--- config.mk ---
export PLATFORM = sky130hd
export DESIGN_NAME = parcel_len_splitter
export DESIGN_NICKNAME = d
export VERILOG_FILES = /design/src/rtl/pls_pkg.sv /design/src/rtl/pls_classify.sv /design/src/rtl/pls_track.sv /design/src/rtl/pls_outreg.sv /design/src/rtl/parcel_len_splitter.sv
export SDC_FILE = /design/constraint.sdc
export NUM_CORES = 1
export LEC_CHECK = 0
export BUFFER_PORTS_ARGS = -buffer_cell sky130_fd_sc_hd__buf_4
export CORE_MARGIN = 1.5
export CORE_UTILIZATION = 54
export CTS_BUF_LIST = sky130_fd_sc_hd__clkbuf_4 sky130_fd_sc_hd__clkbuf_8 sky130_fd_sc_hd__clkbuf_16
export CTS_CLUSTER_DIAMETER = 50
export DETAILED_ROUTE_END_ITERATION = 10
export PLACE_DENSITY = 0.75
export SYNTH_ARGS = -nofsm -noshare
export SYNTH_HDL_FRONTEND = slang
export SYNTH_HIERARCHICAL = 1
export SYNTH_SLANG_ARGS = --single-unit
--- constraint.sdc ---
create_clock -name clk -period 2.9 [get_ports clk]
set_input_delay 0.87 -clock clk [delete_from_list [all_inputs] [get_ports clk]]
set_output_delay 0.87 -clock clk [all_outputs]
set_load 0.01 [all_outputs]
--- src/rtl/pls_pkg.sv ---
package pls_pkg;
  typedef enum logic [1:0] {
    CLS_SHORT  = 2'd0,
    CLS_HEAD   = 2'd1,
    CLS_PREFIX = 2'd2
  } cls_e;
endpackage

--- src/rtl/pls_classify.sv ---
// Parcel class from the leading opcode bits.
module pls_classify
  import pls_pkg::*;
#(
  parameter int PW   = 16,
  parameter int TAGW = 4
) (
  input  logic [PW-1:0] parcel,
  output cls_e          cls
);
  localparam logic [TAGW-1:0] TAG_ALL = {TAGW{1'b1}};

  always_comb begin
    if (!parcel[PW-1])                     cls = CLS_SHORT;
    else if (parcel[PW-1 -: TAGW] == TAG_ALL) cls = CLS_PREFIX;
    else                                   cls = CLS_HEAD;
  end
endmodule

--- src/rtl/pls_track.sv ---
// Holds the first half of a long instruction and the prefix-pending flag,
// and forms the word to emit for each accepted parcel.
module pls_track
  import pls_pkg::*;
#(
  parameter int PW = 16,
  localparam int IW = 2 * PW
) (
  input  logic          clk,
  input  logic          rst,
  input  logic          flush,
  input  logic          ack,
  input  logic          take,
  input  logic [PW-1:0] parcel,
  input  cls_e          cls,
  output logic          emit,
  output logic [IW-1:0] e_data,
  output logic          e_len32,
  output logic          e_raw,
  output logic          e_pfx
);
  logic          half_q;
  logic          pend_q;
  logic [PW-1:0] hi_q;

  always_comb begin
    emit    = 1'b0;
    e_data  = {{PW{1'b0}}, parcel};
    e_len32 = 1'b0;
    e_raw   = 1'b0;
    e_pfx   = 1'b0;
    if (take) begin
      if (pend_q) begin
        emit  = 1'b1;
        e_raw = 1'b1;
      end else if (half_q) begin
        emit    = 1'b1;
        e_len32 = 1'b1;
        e_data  = {hi_q, parcel};
      end else begin
        unique case (cls)
          CLS_SHORT:  emit = 1'b1;
          CLS_PREFIX: begin
            emit  = 1'b1;
            e_pfx = 1'b1;
          end
          default:    emit = 1'b0;
        endcase
      end
    end
  end

  always_ff @(posedge clk) begin
    if (rst || flush) begin
      half_q <= 1'b0;
      pend_q <= 1'b0;
      hi_q   <= '0;
    end else begin
      if (take && !pend_q) begin
        if (half_q) begin
          half_q <= 1'b0;
        end else if (cls == CLS_HEAD) begin
          half_q <= 1'b1;
          hi_q   <= parcel;
        end
      end
      if (take && !pend_q && !half_q && cls == CLS_PREFIX) pend_q <= 1'b1;
      else if (ack)                                        pend_q <= 1'b0;
    end
  end
endmodule

--- src/rtl/pls_outreg.sv ---
// Registered output stage with hold under backpressure.
module pls_outreg #(
  parameter int W = 32
) (
  input  logic         clk,
  input  logic         rst,
  input  logic         flush,
  input  logic         load,
  input  logic [W-1:0] d_data,
  input  logic         d_len32,
  input  logic         d_raw,
  input  logic         d_pfx,
  input  logic         o_ready,
  output logic         free,
  output logic         o_valid,
  output logic [W-1:0] o_data,
  output logic         o_len32,
  output logic         o_raw,
  output logic         o_pfx
);
  assign free = !o_valid || o_ready;

  always_ff @(posedge clk) begin
    if (rst) begin
      o_valid <= 1'b0;
      o_data  <= '0;
      o_len32 <= 1'b0;
      o_raw   <= 1'b0;
      o_pfx   <= 1'b0;
    end else if (flush) begin
      o_valid <= 1'b0;
    end else if (free) begin
      o_valid <= load;
      if (load) begin
        o_data  <= d_data;
        o_len32 <= d_len32;
        o_raw   <= d_raw;
        o_pfx   <= d_pfx;
      end
    end
  end
endmodule

--- src/rtl/parcel_len_splitter.sv ---
module parcel_len_splitter
  import pls_pkg::*;
#(
  parameter int PW   = 16,
  parameter int TAGW = 4,
  localparam int IW  = 2 * PW
) (
  input  logic          clk,
  input  logic          rst,
  input  logic          flush,
  input  logic          prefix_ack,
  input  logic          in_valid,
  output logic          in_ready,
  input  logic [PW-1:0] in_parcel,
  output logic          out_valid,
  input  logic          out_ready,
  output logic [IW-1:0] out_data,
  output logic          out_len32,
  output logic          out_raw,
  output logic          out_prefix
);
  cls_e          cls;
  logic          free;
  logic          take;
  logic          emit;
  logic [IW-1:0] e_data;
  logic          e_len32, e_raw, e_pfx;

  assign in_ready = !rst && !flush && free;
  assign take     = in_valid && in_ready;

  pls_classify #(.PW(PW), .TAGW(TAGW)) u_cls (
    .parcel (in_parcel),
    .cls    (cls)
  );

  pls_track #(.PW(PW)) u_trk (
    .clk     (clk),
    .rst     (rst),
    .flush   (flush),
    .ack     (prefix_ack),
    .take    (take),
    .parcel  (in_parcel),
    .cls     (cls),
    .emit    (emit),
    .e_data  (e_data),
    .e_len32 (e_len32),
    .e_raw   (e_raw),
    .e_pfx   (e_pfx)
  );

  pls_outreg #(.W(IW)) u_out (
    .clk     (clk),
    .rst     (rst),
    .flush   (flush),
    .load    (emit),
    .d_data  (e_data),
    .d_len32 (e_len32),
    .d_raw   (e_raw),
    .d_pfx   (e_pfx),
    .o_ready (out_ready),
    .free    (free),
    .o_valid (out_valid),
    .o_data  (out_data),
    .o_len32 (out_len32),
    .o_raw   (out_raw),
    .o_pfx   (out_prefix)
  );
endmodule

==> impl_summary.log <==
INFO  metric drive_gt1_frac = 0.236
INFO  metric route.met2.wl = 2.60 mm
INFO  metric iter_0_drt_violations = 71
INFO  metric wl_per_cell = 13.0 um
INFO  metric clock_skew = 0.00578 ns
INFO  metric startpoint_of_the_tightest_hold_check_path = u_trk/hi_q[2]
INFO  metric path_delay_family = simple AND/OR/NAND/NOR gates
INFO  metric grt_use_total = 0.197
INFO  metric switching_part_of_the_total_power = 0.222
INFO  metric first_pass_grt_wire_length = 8.16 mm
INFO  metric met3WireLength = 234 um
INFO  metric synth_top_cell_area_share = 0.401
INFO  metric cts_sinks = 54
INFO  metric grt_setup_unrepaired = false
INFO  metric core-area = 4750 sq um
INFO  metric hold_viol_final = 0
INFO  metric synthesis.instances = 285
INFO  metric grt-ovfl-total = 0
INFO  metric ys_seq_area_frac = 0.401
INFO  metric post_cts.resized_instances = 0
INFO  metric area_growth = 15.3%
INFO  metric post-cts-setup-buffer-count = 0
INFO  metric worst_skew_pair.late_latency = 0.30 ns
INFO  metric drc = 0
INFO  metric worstPathArrival = 2.86 ns
INFO  metric cts.reportedPaths.clkPinSlew = 0.09 ns
INFO  metric portion_of_the_clock_cycle_consumed_by_the_worst_path_in_the_final_layout = 0.906
INFO  metric worstPathBufferInverterCount = 2
INFO  metric timing.hold.worst.class = flop to flop
INFO  metric synth_area_per_inst = 9.46 sq um
INFO  metric antenna_cells = 0
INFO  metric syn-cell-area = 2700 sq um
INFO  metric yosys.area.top_type = sky130_fd_sc_hd__dfxtp_1
INFO  metric worst_ir_drop_vdd = 0.000248 V
INFO  metric wl = 5.07 mm
INFO  metric crit_path_end_kind = flop
INFO  metric cellPowerDensity = 411 nW/um^2
INFO  metric first_global_vias = 1,822
INFO  metric actual_transition_at_the_worst_max_transition_pin = 1.14 ns
INFO  metric highest_layer = met4
INFO  metric detail_route.wirelength.met1 = 2.20 mm
INFO  metric tritoncts.num_buffers = 5
INFO  metric h-tree-depth = 2
INFO  metric postCtsHoldBufs = 0
INFO  metric final-max-slew-violation-count = 0
INFO  metric die-height = 73.6 um
INFO  metric fin_nets = 345
INFO  metric power.share.sequential = 0.586
INFO  metric slew_headroom = 0.237
INFO  metric cp_slowest_stage_delay = 0.78 ns
INFO  metric r2r.worst_path.cells = 7
INFO  metric io_buffer_count = 58
INFO  metric clkPwrFrac = 0.319
INFO  metric cts_max_path_buffers = 2
INFO  metric finalWorstPathRequiredPeriod = 2.63 ns
INFO  metric root_buffer = sky130_fd_sc_hd__clkbuf_8
INFO  metric core.rowCount = 25
INFO  metric drt-pass1-iter-count = 4
INFO  metric die_width = 73.6 um
INFO  metric worstPathCellList = buf_4, nand3_1, and2_1, or3b_1, and2_1, nor3b_4, buf_12, mux2i_1
INFO  metric net-switching-power = 284 uW
INFO  metric cellLeakagePower = 1.14 nW
INFO  metric holdWs = 0.477 ns
INFO  metric syn-num-nets = 307
INFO  metric crit-reg2reg-capture = u_out/o_data[2]
INFO  metric vias_after_detailed_routing = 1,967
INFO  metric yosysWarnings = 6
INFO  metric worst-r2r-setup-slack = 0.63 ns
INFO  metric overall_die_area = 5420 sq um
INFO  metric min_delay_path_depth = 2
INFO  metric clock_tree_from_tritoncts = built
INFO  metric path_class = input pin to flop
INFO  metric cp_common_cell = sky130_fd_sc_hd__and2_1
INFO  metric worstSetupStartpointType = input pin
INFO  metric synth.top_cells.by_area = sky130_fd_sc_hd__dfxtp_1 40%, sky130_fd_sc_hd__nand2b_1 17%, sky130_fd_sc_hd__mux2i_1 13%
INFO  metric run_status = complete, no violations
INFO  metric design.portCount = 59
INFO  metric fmax = 380 MHz
INFO  metric synth-seq-cells = 54
INFO  metric setup-violations-final = 0
INFO  metric final_util = 0.654
INFO  metric top_fanout_value_on_the_critical_path = 22
INFO  metric antenna_violations_before_repair = 0
INFO  metric timing.critical_path.slowest_stage_cell = sky130_fd_sc_hd__nor3b_4
INFO  metric critical_path_required = 3.13 ns
INFO  metric reg2reg_from = u_out/o_valid
INFO  metric pin_count_of_the_biggest_net_entering_global_routing = 75
INFO  metric place_congestion = 0.786
INFO  metric route.detailed.vias_per_inst = 5.06
INFO  metric combinationalPowerShare = 0.094
INFO  metric dpl.hpwl = 3.45 mm
INFO  metric hold_path_end = u_trk/hi_q[2]
INFO  metric floorplan.initialDensity = 0.567
INFO  metric synth_cell_type_count = 27
INFO  metric p_int = 993 uW
INFO  metric cap_violations = 0
INFO  metric route.antenna.remaining_nets = 0
metal layers:
metal / GRT usage / vias to the layer above
met2: 0.329 / 43
met4: 0.0679 / 0
met1: 0.245 / 925
met3: 0.0508 / 4
li1: - / 995
met5: 0 / -
kinds of logic after synthesis:
family / count (synthesis) / share of synthesized area
flip-flops: 54 / 0.401
buffers and inverters: 38 / 0.104
AND/OR/NAND/NOR: 124 / 0.286
multiplexers: 35 / 0.130
AO/OA/AOI/OAI: 34 / 0.0798
metrics by stage:
step                total power, mW  setup slack [ns]  TNS, ns  instances  cell area (sq um)
CTS                            1.29             0.244        0        389               3110
global route                   1.33             0.123        0        389               3110
finish                         1.28             0.271        0        389               3110
detailed placement            0.888           -0.0642   -0.767        383               3030
floorplan                     0.854             0.400        0        285               2700
global placement              0.886           -0.0180   -0.317        383               3030
area by class of cell:
type                       count  area [sq um]
timing repair buffer          66           508
fill                         436          1650
multi-input combinational    193          1340
clock buffer                   6          82.6
inverter                       3          11.3
tap                           67          83.8
sequential                    54          1080
worst register-to-register path, stage by stage (launching register included):
cell and delay (ns):
sky130_fd_sc_hd__dfxtp_1 0.32, sky130_fd_sc_hd__nor2b_4 0.14, sky130_fd_sc_hd__inv_1 0.06, sky130_fd_sc_hd__and4bb_2 0.24
sky130_fd_sc_hd__and2_1 0.14, sky130_fd_sc_hd__nor3b_4 0.78, sky130_fd_sc_hd__buf_12 0.29, sky130_fd_sc_hd__mux2i_1 0.23
power by group through the flow:
stage          clock network [mW]  logic (mW)  registers [mW]
5_1_grt                     0.453       0.130           0.750
6_report                    0.407       0.121           0.749
3_3_place_gp                    0       0.120           0.766
4_1_cts                     0.423       0.122           0.749
3_5_place_dp                    0       0.122           0.766
2_1_floorplan                   0      0.0863           0.768
layout by cell type (no fill, tap or decap), drive strengths merged, types with 2 or more instances in the layout:
master	netlist	routed
nor2b	3	3
nor3	2	2
dfxtp	54	54
mux2i	35	35
nand2b	72	72
and2	19	19
buf	26	66
a21boi	16	16
o21ai	16	16
nand3	17	17
inv	3	3
nor3b	3	3
nor2	4	4
clkbuf	9	6
state kept, by name, indices dropped and copies added, names as in the netlist:
| register | cells |
|---|---|
| u_out/o_pfx | 1 |
| u_out/o_data | 32 |
| u_out/o_valid | 1 |
| u_trk/pend_q | 1 |
| u_out/o_len32 | 1 |
| u_trk/half_q | 1 |
| u_out/o_raw | 1 |
| u_trk/hi_q | 16 |
synthesized netlist by cell type, drive strengths merged:
cell type / instances
nand3: 17
nor3: 2
and2: 19
buf: 26
inv: 3
nor2: 4
nand2: 1
mux2i: 35
nor3b: 3
o21ai: 16
nor4: 1
nor2b: 3
a21boi: 16
a22oi: 1
or3b: 1
and4bb: 1
clkbuf: 9
o21a: 1
dfxtp: 54
nand2b: 72
worst max-delay path by stage:
| stage | cells past startpoint | end | from |
|---|---|---|---|
| 2_1_floorplan | 10 | u_out/o_data[0] | in_parcel[13] |
| 6_report | 8 | u_out/o_data[2] | in_parcel[14] |
| 3_5_place_dp | 8 | u_out/o_data[2] | in_parcel[13] |
| 4_1_cts | 8 | u_out/o_data[2] | in_parcel[14] |
| 3_3_place_gp | 8 | u_out/o_data[3] | in_parcel[13] |
| 5_1_grt | 8 | u_out/o_data[8] | in_parcel[14] |
No activity file was read; power rests on OpenSTA's default activity.
